==> src/rtl/gf4096_pkg.sv <==
package gf4096_pkg;
  localparam int BASE_W   = 6;
  localparam int FULL_W   = 2 * BASE_W;
  // x^6 + x + 1 including the x^6 term
  localparam logic [BASE_W:0]   BASE_POLY = 7'h43;
  // constant standing in for the inverse of the base-field generator
  localparam logic [BASE_W-1:0] EXT_CONST = 6'h21;
  // element used by the generator step
  localparam logic [FULL_W-1:0] GEN_CONST = 12'hE01;

  typedef struct packed {
    logic load;
  } ctlStrobes_t;
endpackage

==> src/rtl/gf_base_mul.sv <==
module gf_base_mul #(
  parameter int W = 6,
  parameter logic [W:0] POLY = 7'h43
) (
  input  logic [W-1:0] a,
  input  logic [W-1:0] b,
  output logic [W-1:0] p
);
  localparam logic [W-1:0] FOLD = POLY[W-1:0];

  logic [W-1:0] acc [0:W];
  logic [W-1:0] sh  [0:W-1];

  assign acc[0] = '0;
  assign sh[0]  = b;

  for (genvar i = 0; i < W; i++) begin : g_stage
    assign acc[i+1] = a[i] ? (acc[i] ^ sh[i]) : acc[i];
    if (i < W - 1) begin : g_shift
      assign sh[i+1] = sh[i][W-1] ? ({sh[i][W-2:0], 1'b0} ^ FOLD)
                                  : {sh[i][W-2:0], 1'b0};
    end
  end

  assign p = acc[W];
endmodule

==> src/rtl/gf_tower_mul.sv <==
module gf_tower_mul #(
  parameter int W = 6,
  parameter logic [W:0]   POLY = 7'h43,
  parameter logic [W-1:0] EXT  = 6'h21
) (
  input  logic [2*W-1:0] a,
  input  logic [2*W-1:0] b,
  output logic [2*W-1:0] p
);
  logic [W-1:0] aHi, aLo, bHi, bLo;
  logic [W-1:0] sumProd, loProd, hiProd, hiScaled;

  assign aHi = a[2*W-1:W];
  assign aLo = a[W-1:0];
  assign bHi = b[2*W-1:W];
  assign bLo = b[W-1:0];

  gf_base_mul #(.W(W), .POLY(POLY)) u_mulSum (.a(aHi ^ aLo), .b(bHi ^ bLo), .p(sumProd));
  gf_base_mul #(.W(W), .POLY(POLY)) u_mulLo  (.a(aLo),       .b(bLo),       .p(loProd));
  gf_base_mul #(.W(W), .POLY(POLY)) u_mulHi  (.a(aHi),       .b(bHi),       .p(hiProd));
  gf_base_mul #(.W(W), .POLY(POLY)) u_mulK   (.a(hiProd),    .b(EXT),       .p(hiScaled));

  assign p = {sumProd ^ loProd, hiScaled ^ loProd};
endmodule

==> src/rtl/gf_datapath.sv <==
module gf_datapath
  import gf4096_pkg::*;
(
  input  logic              clk,
  input  logic              rstN,
  input  ctlStrobes_t       strobes,
  input  logic              genMode,
  input  logic [FULL_W-1:0] opA,
  input  logic [FULL_W-1:0] opB,
  output logic [FULL_W-1:0] combOut,
  output logic [FULL_W-1:0] regOut
);
  logic [FULL_W-1:0] mulB, product;

  assign mulB = genMode ? GEN_CONST : opB;

  gf_tower_mul #(.W(BASE_W), .POLY(BASE_POLY), .EXT(EXT_CONST)) u_tower (
    .a(opA), .b(mulB), .p(product)
  );

  assign combOut = (genMode && opA == '0) ? FULL_W'(1) : product;

  always_ff @(posedge clk) begin
    if (!rstN)             regOut <= '0;
    else if (strobes.load) regOut <= combOut;
  end

  // the unit element leaves the other operand unchanged
  a_r3_identity: assert property (@(posedge clk) disable iff (!rstN)
    (mulB == FULL_W'(1)) |-> (product == opA));
  // zero annihilates
  a_r4_zero: assert property (@(posedge clk) disable iff (!rstN)
    (mulB == '0) |-> (product == '0));
endmodule

==> src/rtl/gf_ctrl.sv <==
module gf_ctrl
  import gf4096_pkg::*;
#(
  parameter bit REGISTERED = 1'b1
) (
  input  logic        clk,
  input  logic        rstN,
  input  logic        inValid,
  input  logic        outReady,
  output logic        inReady,
  output logic        outValid,
  output ctlStrobes_t strobes
);
  if (REGISTERED) begin : g_reg
    logic validQ;
    assign inReady      = !validQ || outReady;
    assign strobes.load = inValid && inReady;
    assign outValid     = validQ;
    always_ff @(posedge clk) begin
      if (!rstN)             validQ <= 1'b0;
      else if (strobes.load) validQ <= 1'b1;
      else if (outReady)     validQ <= 1'b0;
    end
    // a result leaves only when it is taken
    a_r8_drop_only_on_ready: assert property (@(posedge clk) disable iff (!rstN)
      $fell(outValid) |-> $past(outReady));
  end else begin : g_comb
    assign inReady      = outReady;
    assign outValid     = inValid;
    assign strobes.load = 1'b0;
  end
endmodule

==> src/rtl/gf4096_mul_unit.sv <==
module gf4096_mul_unit
  import gf4096_pkg::*;
#(
  parameter bit REGISTERED = 1'b1
) (
  input  logic              clk,
  input  logic              rstN,
  input  logic              inValid,
  output logic              inReady,
  input  logic              genMode,
  input  logic [FULL_W-1:0] opA,
  input  logic [FULL_W-1:0] opB,
  output logic              outValid,
  input  logic              outReady,
  output logic [FULL_W-1:0] outData,
  output logic [FULL_W-1:0] combData
);
  ctlStrobes_t       strobes;
  logic [FULL_W-1:0] regOut;

  gf_ctrl #(.REGISTERED(REGISTERED)) u_ctrl (
    .clk(clk), .rstN(rstN), .inValid(inValid), .outReady(outReady),
    .inReady(inReady), .outValid(outValid), .strobes(strobes)
  );

  gf_datapath u_dp (
    .clk(clk), .rstN(rstN), .strobes(strobes), .genMode(genMode),
    .opA(opA), .opB(opB), .combOut(combData), .regOut(regOut)
  );

  if (REGISTERED) begin : g_out_reg
    assign outData = regOut;

    // an accepted pair is presented after the edge
    a_r8_load_valid: assert property (@(posedge clk) disable iff (!rstN)
      (inValid && inReady) |=> outValid);
    // a blocked result holds
    a_r9_hold: assert property (@(posedge clk) disable iff (!rstN)
      (outValid && !outReady) |=> (outValid && $stable(outData)));
    // no acceptance while blocked
    a_r9_stall: assert property (@(posedge clk) disable iff (!rstN)
      (outValid && !outReady) |-> !inReady);
    // registered value matches the combinational one at acceptance
    a_r11_match: assert property (@(posedge clk) disable iff (!rstN)
      (inValid && inReady) |=> (outData == $past(combData)));
  end else begin : g_out_comb
    assign outData = combData;
  end
endmodule

==> config.mk <==
export PLATFORM = sky130hd
export DESIGN_NAME = gf4096_mul_unit
export DESIGN_NICKNAME = d
export VERILOG_FILES = /design/src/rtl/gf4096_pkg.sv /design/src/rtl/gf_base_mul.sv /design/src/rtl/gf_tower_mul.sv /design/src/rtl/gf_datapath.sv /design/src/rtl/gf_ctrl.sv /design/src/rtl/gf4096_mul_unit.sv
export SDC_FILE = /design/constraint.sdc
export NUM_CORES = 1
export LEC_CHECK = 0
export BUFFER_PORTS_ARGS = -buffer_cell sky130_fd_sc_hd__buf_2
export CAP_MARGIN = 40
export CORE_ASPECT_RATIO = 0.9
export CORE_MARGIN = 4
export CORE_UTILIZATION = 50
export DETAILED_ROUTE_END_ITERATION = 8
export PLACE_DENSITY_LB_ADDON = 0.05
export SYNTH_ARGS = -nofsm -noshare
export SYNTH_HDL_FRONTEND = slang
export SYNTH_SLANG_ARGS = --single-unit
==> constraint.sdc <==
create_clock -name clk -period 10 [get_ports clk]
set_input_delay 2.5 -clock clk [delete_from_list [all_inputs] [get_ports clk]]
set_output_delay 2.5 -clock clk [all_outputs]
set_load 0.01 [all_outputs]
Word-level counts from Yosys, hierarchy flattened

Cells that the tools add are included.

Multiplexer cells: 43
Bitwise gates (word level): 39
Reduce and logical (&&, ||, !) cells: 6

Operator list:

| kind               | number |
|---|---|
| 2-to-1 mux 6 bit   | 19 |
| bitwise XOR 6 bit  | 19 |
| 2-to-1 mux 2 bit   | 16 |
| inverter 2 bit     | 15 |
| 2-to-1 mux 12 bit  | 2 |
| zero test 12 bit   | 1 |
| 2-to-1 mux 5 bit   | 1 |
| inverter 1 bit     | 5 |
| 2-to-1 mux 4 bit   | 1 |
| 2-to-1 mux 1 bit   | 3 |
| 2-to-1 mux 3 bit   | 1 |
| logical AND 1 bit  | 2 |
| nonzero test 2 bit | 1 |
| zero test 1 bit    | 1 |
| logical OR 1 bit   | 1 |

Flip-flop bits (word level): 13
Input port bits: 29
Output and inout port bits: 26
Logic and storage cells: 90

Longest topological paths before layout

Depth after elaboration: 22
Gate-level depth with buffers: 9
Mapped depth without buffers: 7

Modules after synthesis

A second synthesis with hierarchy kept.

Cells, all modules: 444
Area total of the unflattened synthesis: 3,253.1 µm²

Modules (own cells, without submodules):

| module       | instances | cells an instance | area an instance (µm²) | seq. area each (µm²) |
|---|---|---|---|---|
| gf_base_mul  | 4         | 82                | 549.3                  | 0.0 |
| gf_datapath  | 1         | 85                | 780.7                  | 240.2 |
| gf_tower_mul | 1         | 26                | 217.7                  | 0.0 |
| gf_ctrl      | 1         | 5                 | 57.6                   | 20.0 |

Least setup slack after synthesis

No wires, ideal clock.

Kind: input to output
Start: input port opB[3]
End: output port combData[0]
Data arrival time: 4.329 ns
Data required time: 7.500 ns
Slack: 3.171 ns
Stages: 8
Buffers on the path: 1
Cells stage by stage: buf_2 nand2_1 xnor3_1 xnor2_1 mux2_2 o22a_1 xnor3_1 nand2_1

Word-level cells in the longest chain between the ends: 10

RTL lines:

| what                | RTL line              | source |
|---|---|---|
| start: declaration  | gf4096_mul_unit.sv:12 | `input logic [FULL_W-1:0] opB,` |
| 2-to-1 mux 12 bit * | gf_datapath.sv:15     | `assign mulB = genMode ? GEN_CONST : opB;` |
| 2-to-1 mux 2 bit *  | gf_base_mul.sv:20     | `assign sh[i+1] = sh[i][W-1] ? ({sh[i][W-2:0], 1'b0} ^ FOLD)` |
| bitwise XOR 6 bit * | gf_base_mul.sv:18     | `assign acc[i+1] = a[i] ? (acc[i] ^ sh[i]) : acc[i];` |
| 2-to-1 mux 6 bit *  | gf_base_mul.sv:18     |  |
| bitwise XOR 6 bit   | gf_base_mul.sv:18     |  |
| 2-to-1 mux 6 bit *  | gf_base_mul.sv:18     |  |
| bitwise XOR 6 bit   | gf_base_mul.sv:18     |  |
| 2-to-1 mux 6 bit *  | gf_base_mul.sv:18     |  |
| bitwise XOR 6 bit * | gf_tower_mul.sv:23    | `assign p = {sumProd ^ loProd, hiScaled ^ loProd};` |
| 2-to-1 mux 12 bit * | gf_datapath.sv:21     | `assign combOut = (genMode && opA == '0) ? FULL_W'(1) : product;` |
| end: declaration    | gf4096_mul_unit.sv:16 | `output logic [FULL_W-1:0] combData` |

Every way passes the cells marked *; elsewhere a longest branch is shown, timed or not.

Worst setup path in the final report

Start: input port genMode
End: output port combData[7]

Word-level cells in the longest chain between the ends: 16
Elaborated cells on any way between the ends: 47
Classes of those cells: mux: 24; bitwise: 22; reduce/logical: 1

RTL lines:

| what                            | RTL line              | source |
|---|---|---|
| start: declaration              | gf4096_mul_unit.sv:10 | `input logic genMode,` |
| 2-to-1 mux 12 bit               | gf_datapath.sv:15     |  |
| bitwise XOR 6 bit               | gf_tower_mul.sv:18    | `gf_base_mul #(.W(W), .POLY(POLY)) u_mulSum (.a(aHi ^ aLo), .b(bHi ^ bLo), .p(sumProd));` |
| inverter 2 bit (no source line) | --                    |  |
| 2-to-1 mux 2 bit                | gf_base_mul.sv:20     |  |
| bitwise XOR 6 bit               | gf_base_mul.sv:18     |  |
| 2-to-1 mux 6 bit                | gf_base_mul.sv:18     |  |
| bitwise XOR 6 bit               | gf_base_mul.sv:18     |  |
| 2-to-1 mux 6 bit                | gf_base_mul.sv:18     |  |
| bitwise XOR 6 bit               | gf_base_mul.sv:18     |  |
| 2-to-1 mux 6 bit                | gf_base_mul.sv:18     |  |
| bitwise XOR 6 bit               | gf_base_mul.sv:18     |  |
| 2-to-1 mux 6 bit                | gf_base_mul.sv:18     |  |
| bitwise XOR 6 bit               | gf_base_mul.sv:18     |  |
| 2-to-1 mux 6 bit                | gf_base_mul.sv:18     |  |
| bitwise XOR 6 bit               | gf_tower_mul.sv:23    |  |
| 2-to-1 mux 12 bit *             | gf_datapath.sv:21     |  |

Marked as above.

==> impl_metrics.py <==
metrics = {
    "synth": {
        "syn-instance-count": 372,
        "post_synth_num_cell_types": 47,
        "synth_warnings": 0,
        "synth_fp_nets": 401,
        "synth.cell_area_mm2": 0.002701,
        "synth_top_cell_by_area": "sky130_fd_sc_hd__xnor2_1",
        "number_of_synthesized_flops_with_an_enable_pin": 0,
        "synth.yosys.seq_area_share_pct": 9.634,
        "synth_area_per_cell_um2": 7.262,
        "synth_top_cell_area_share_pct": 21.07,
        "ys_seq_elements": 13,
        "synth_area_leaders": "sky130_fd_sc_hd__xnor2_1, sky130_fd_sc_hd__dfxtp_1, sky130_fd_sc_hd__nand2_1",
        "synth-main-ff-cell": "sky130_fd_sc_hd__dfxtp_1",
        "synth-async-reset-ratio_pct": 0,
        "netlist_top_cells_count": "sky130_fd_sc_hd__nand2_1, sky130_fd_sc_hd__xnor2_1, sky130_fd_sc_hd__xor2_1, sky130_fd_sc_hd__nor2_1, sky130_fd_sc_hd__buf_2",
    },
    "global_route": {
        "first_global_vias": 2397,
        "grt_start_max_net_pins": 59,
        "grt_total_ovfl": 0,
        "grt_pass1_wl_mm": 12.09,
        "grt_use_total_pct": 22.21,
        "antenna_found_initial": 0,
    },
    "cts": {
        "cts-hold-fix-buffers": 0,
        "tritoncts": "yes",
        "clock_insertion_delay_worst_skew_ns": 0.24,
        "h-tree-depth": 1,
        "clock_buffers_created_by_tritoncts": 3,
        "clkTransAtPathRegs_ns": 0.05,
        "tritoncts_num_sinks": 13,
        "clock-root-buffer": "sky130_fd_sc_hd__clkbuf_8",
        "cts_setup_buffers": 0,
        "ctsLongestPathBuffers": 2,
        "post_cts_resized": 0,
    },
    "setup_path": {
        "critPathRequiredTime_ns": 7.50,
        "path_cells": "buf_2 -> buf_4 -> inv_1 -> nand2_1 -> nand2_1 -> xnor2_1 -> xnor2_1 -> xnor3_1 -> buf_2",
        "timing.critical_path.max_delay_family": "buffers and inverters",
        "critPathMaxStageDelay_ns": 0.44,
        "r2r_start": "u_ctrl.outValid",
        "max_fo_critical_path": 58,
        "critPathArrivalTime_ns": 4.68,
        "timing.setup.critical_path_class": "primary input to primary output",
        "setup.worst_path.start": "genMode",
        "critical_path.n_buffers_inverters": 4,
        "cp-end-kind": "primary output",
        "slowest_stage": "sky130_fd_sc_hd__xnor3_1",
        "crit_path_start_kind": "primary input",
    },
    "placement": {
        "gp_routability_congestion": 0.8695,
        "post_dp_cell_area_mm2": 0.002898,
        "io_buffers": 54,
        "place.detailed.hpwl_mm": 5.586,
        "post-place-ws_ns": 2.845,
    },
    "timing": {
        "final_period_minus_worst_setup_slack_ns": 7.185,
        "final-max-slew-violation-count": 0,
        "fin_skew_ns": 0.004762,
        "timing.max_slew.rel_slack_pct": 48.82,
        "tightestPinTransition_ns": 0.7623,
        "unrepaired_setup_endpoints_after_global_routing": "no",
        "max_clock_freq_mhz": 139.2,
        "final.period_utilization_pct": 71.85,
        "report.final.setup_viol": 0,
        "final-hold-violation-count": 0,
        "timing.final.ws_setup_ns": 2.815,
        "final_total_negative_setup_slack_ns": 0,
    },
    "final_layout": {
        "filler_cells": 532,
        "drive_gt1_share_pct": 17.68,
        "flow.area_growth_from_synthesis_pct": 8.986,
        "postLayoutCellArea_mm2": 0.002944,
        "final_net_count": 426,
        "diodes": 0,
    },
    "routing": {
        "wire_per_inst_um": 15.71,
        "vias": 2619,
        "drt.antenna.violating_nets": 0,
        "detail_route.first_pass.iterations": 5,
        "vias_per_cell": 5.657,
        "initialDrtViolationCount": 172,
        "routed_wl_mm": 7.275,
        "post_route_drc": 0,
    },
    "job": {
        "timing.max_cap.violations": 0,
    },
    "floorplanning": {
        "core_area_mm2": 0.005255,
        "die-area_mm2": 0.006644,
        "die_w_um": 85.48,
        "die-height_um": 77.73,
        "num_io_pins": 55,
        "std_cell_rows": 25,
        "initial_cell_density_of_the_core_pct": 51.40,
    },
    "outcome": {
        "outcome": "complete, no violations",
    },
    "pwr": {
        "vdd_drop_max_mv": 0.09682,
        "cellPowerDensity_mw_per_mm2": 133.9,
        "leakage_nw": 1.262,
    },
    "worst_hold_path": {
        "timing.hold.worst.class": "register to register",
        "worstHoldStart": "u_dp.regOut[10]",
    },
}
sequential cells by signal (all words and copies together), names as in the netlist:
signal,cells
u_ctrl.outValid,1
u_dp.regOut,12
layout by cell type (no fill, tap or decap), drive strengths merged, types with 5 or more instances in the layout:
master and instances:
xnor2 65, buf 55, a32o 5, nand2 65, mux2i 9, dfxtp 13, xnor3 8, inv 6
a21oi 12, a21o 7, nor3 18, xor2 28, o21ba 5, o21ai 20, a32oi 7, nor2 22
nand3 5
area by class of cell:
| class | count | area (um^2) | share of cell area, % |
|---|---|---|---|
| sequential | 13 | 260.3 | 8.840 |
| inverter | 6 | 22.52 | 0.7650 |
| clock buffer | 3 | 41.29 | 1.402 |
| timing repair buffer | 55 | 277.8 | 9.435 |
| tap | 67 | 83.83 | 2.847 |
| multi-input combinational | 318 | 2253 | 76.54 |
| clock inverter | 1 | 5.005 | 0.1700 |
stage by stage:
stage / hold WS (ns) / total power, mW / utilization [%] / instances
finish: 0.4919 / 0.3943 / 56.02 / 463
global route: 0.5091 / 0.4252 / 56.02 / 463
CTS: 0.4918 / 0.3975 / 56.02 / 463
detailed placement: 0.4797 / 0.3495 / 55.14 / 459
global placement: 0.4741 / 0.3476 / 55.14 / 459
floorplan: 0.5401 / 0.2724 / - / 372
per-layer routing:
layer  track usage, %  up-vias  wire length [um]
met1            31.22     1238              3361
met2            37.03       65              3519
met5                0        -                 0
met3            3.185        4               354
li1                 -     1312                 -
met4            2.532        0                40
where the power goes:
| part | switching, mW | total [mW] | internal, mW | leakage [nW] |
|---|---|---|---|---|
| sequential | 0.00421 | 0.0662 | 0.0619 | 0.108 |
| combinational | 0.153 | 0.281 | 0.128 | 1.13 |
| clock | 0.0192 | 0.0467 | 0.0275 | 0.0255 |
| total | 0.177 | 0.394 | 0.218 | 1.26 |
path summary, 6_finish.rpt:
check	slack [ns]	cells after the start	endpoint
setup / recovery	2.82	9	combData[7]
hold / removal	0.49	1	u_dp.regOut[10]
setup reg to reg	8.72	4	u_dp.regOut[9]
hold reg to reg	0.49	1	u_dp.regOut[10]
logic make-up after synthesis:
family          count (synthesis)  share of synthesized area [%]
flops                          13                          9.634
compound gates                 78                          20.20
simple gates                  126                          20.38
mux                            12                          4.586
buf+inv                        41                          6.948
xor+xnor                      102                          38.26
(Power assumes the default switching activity.)
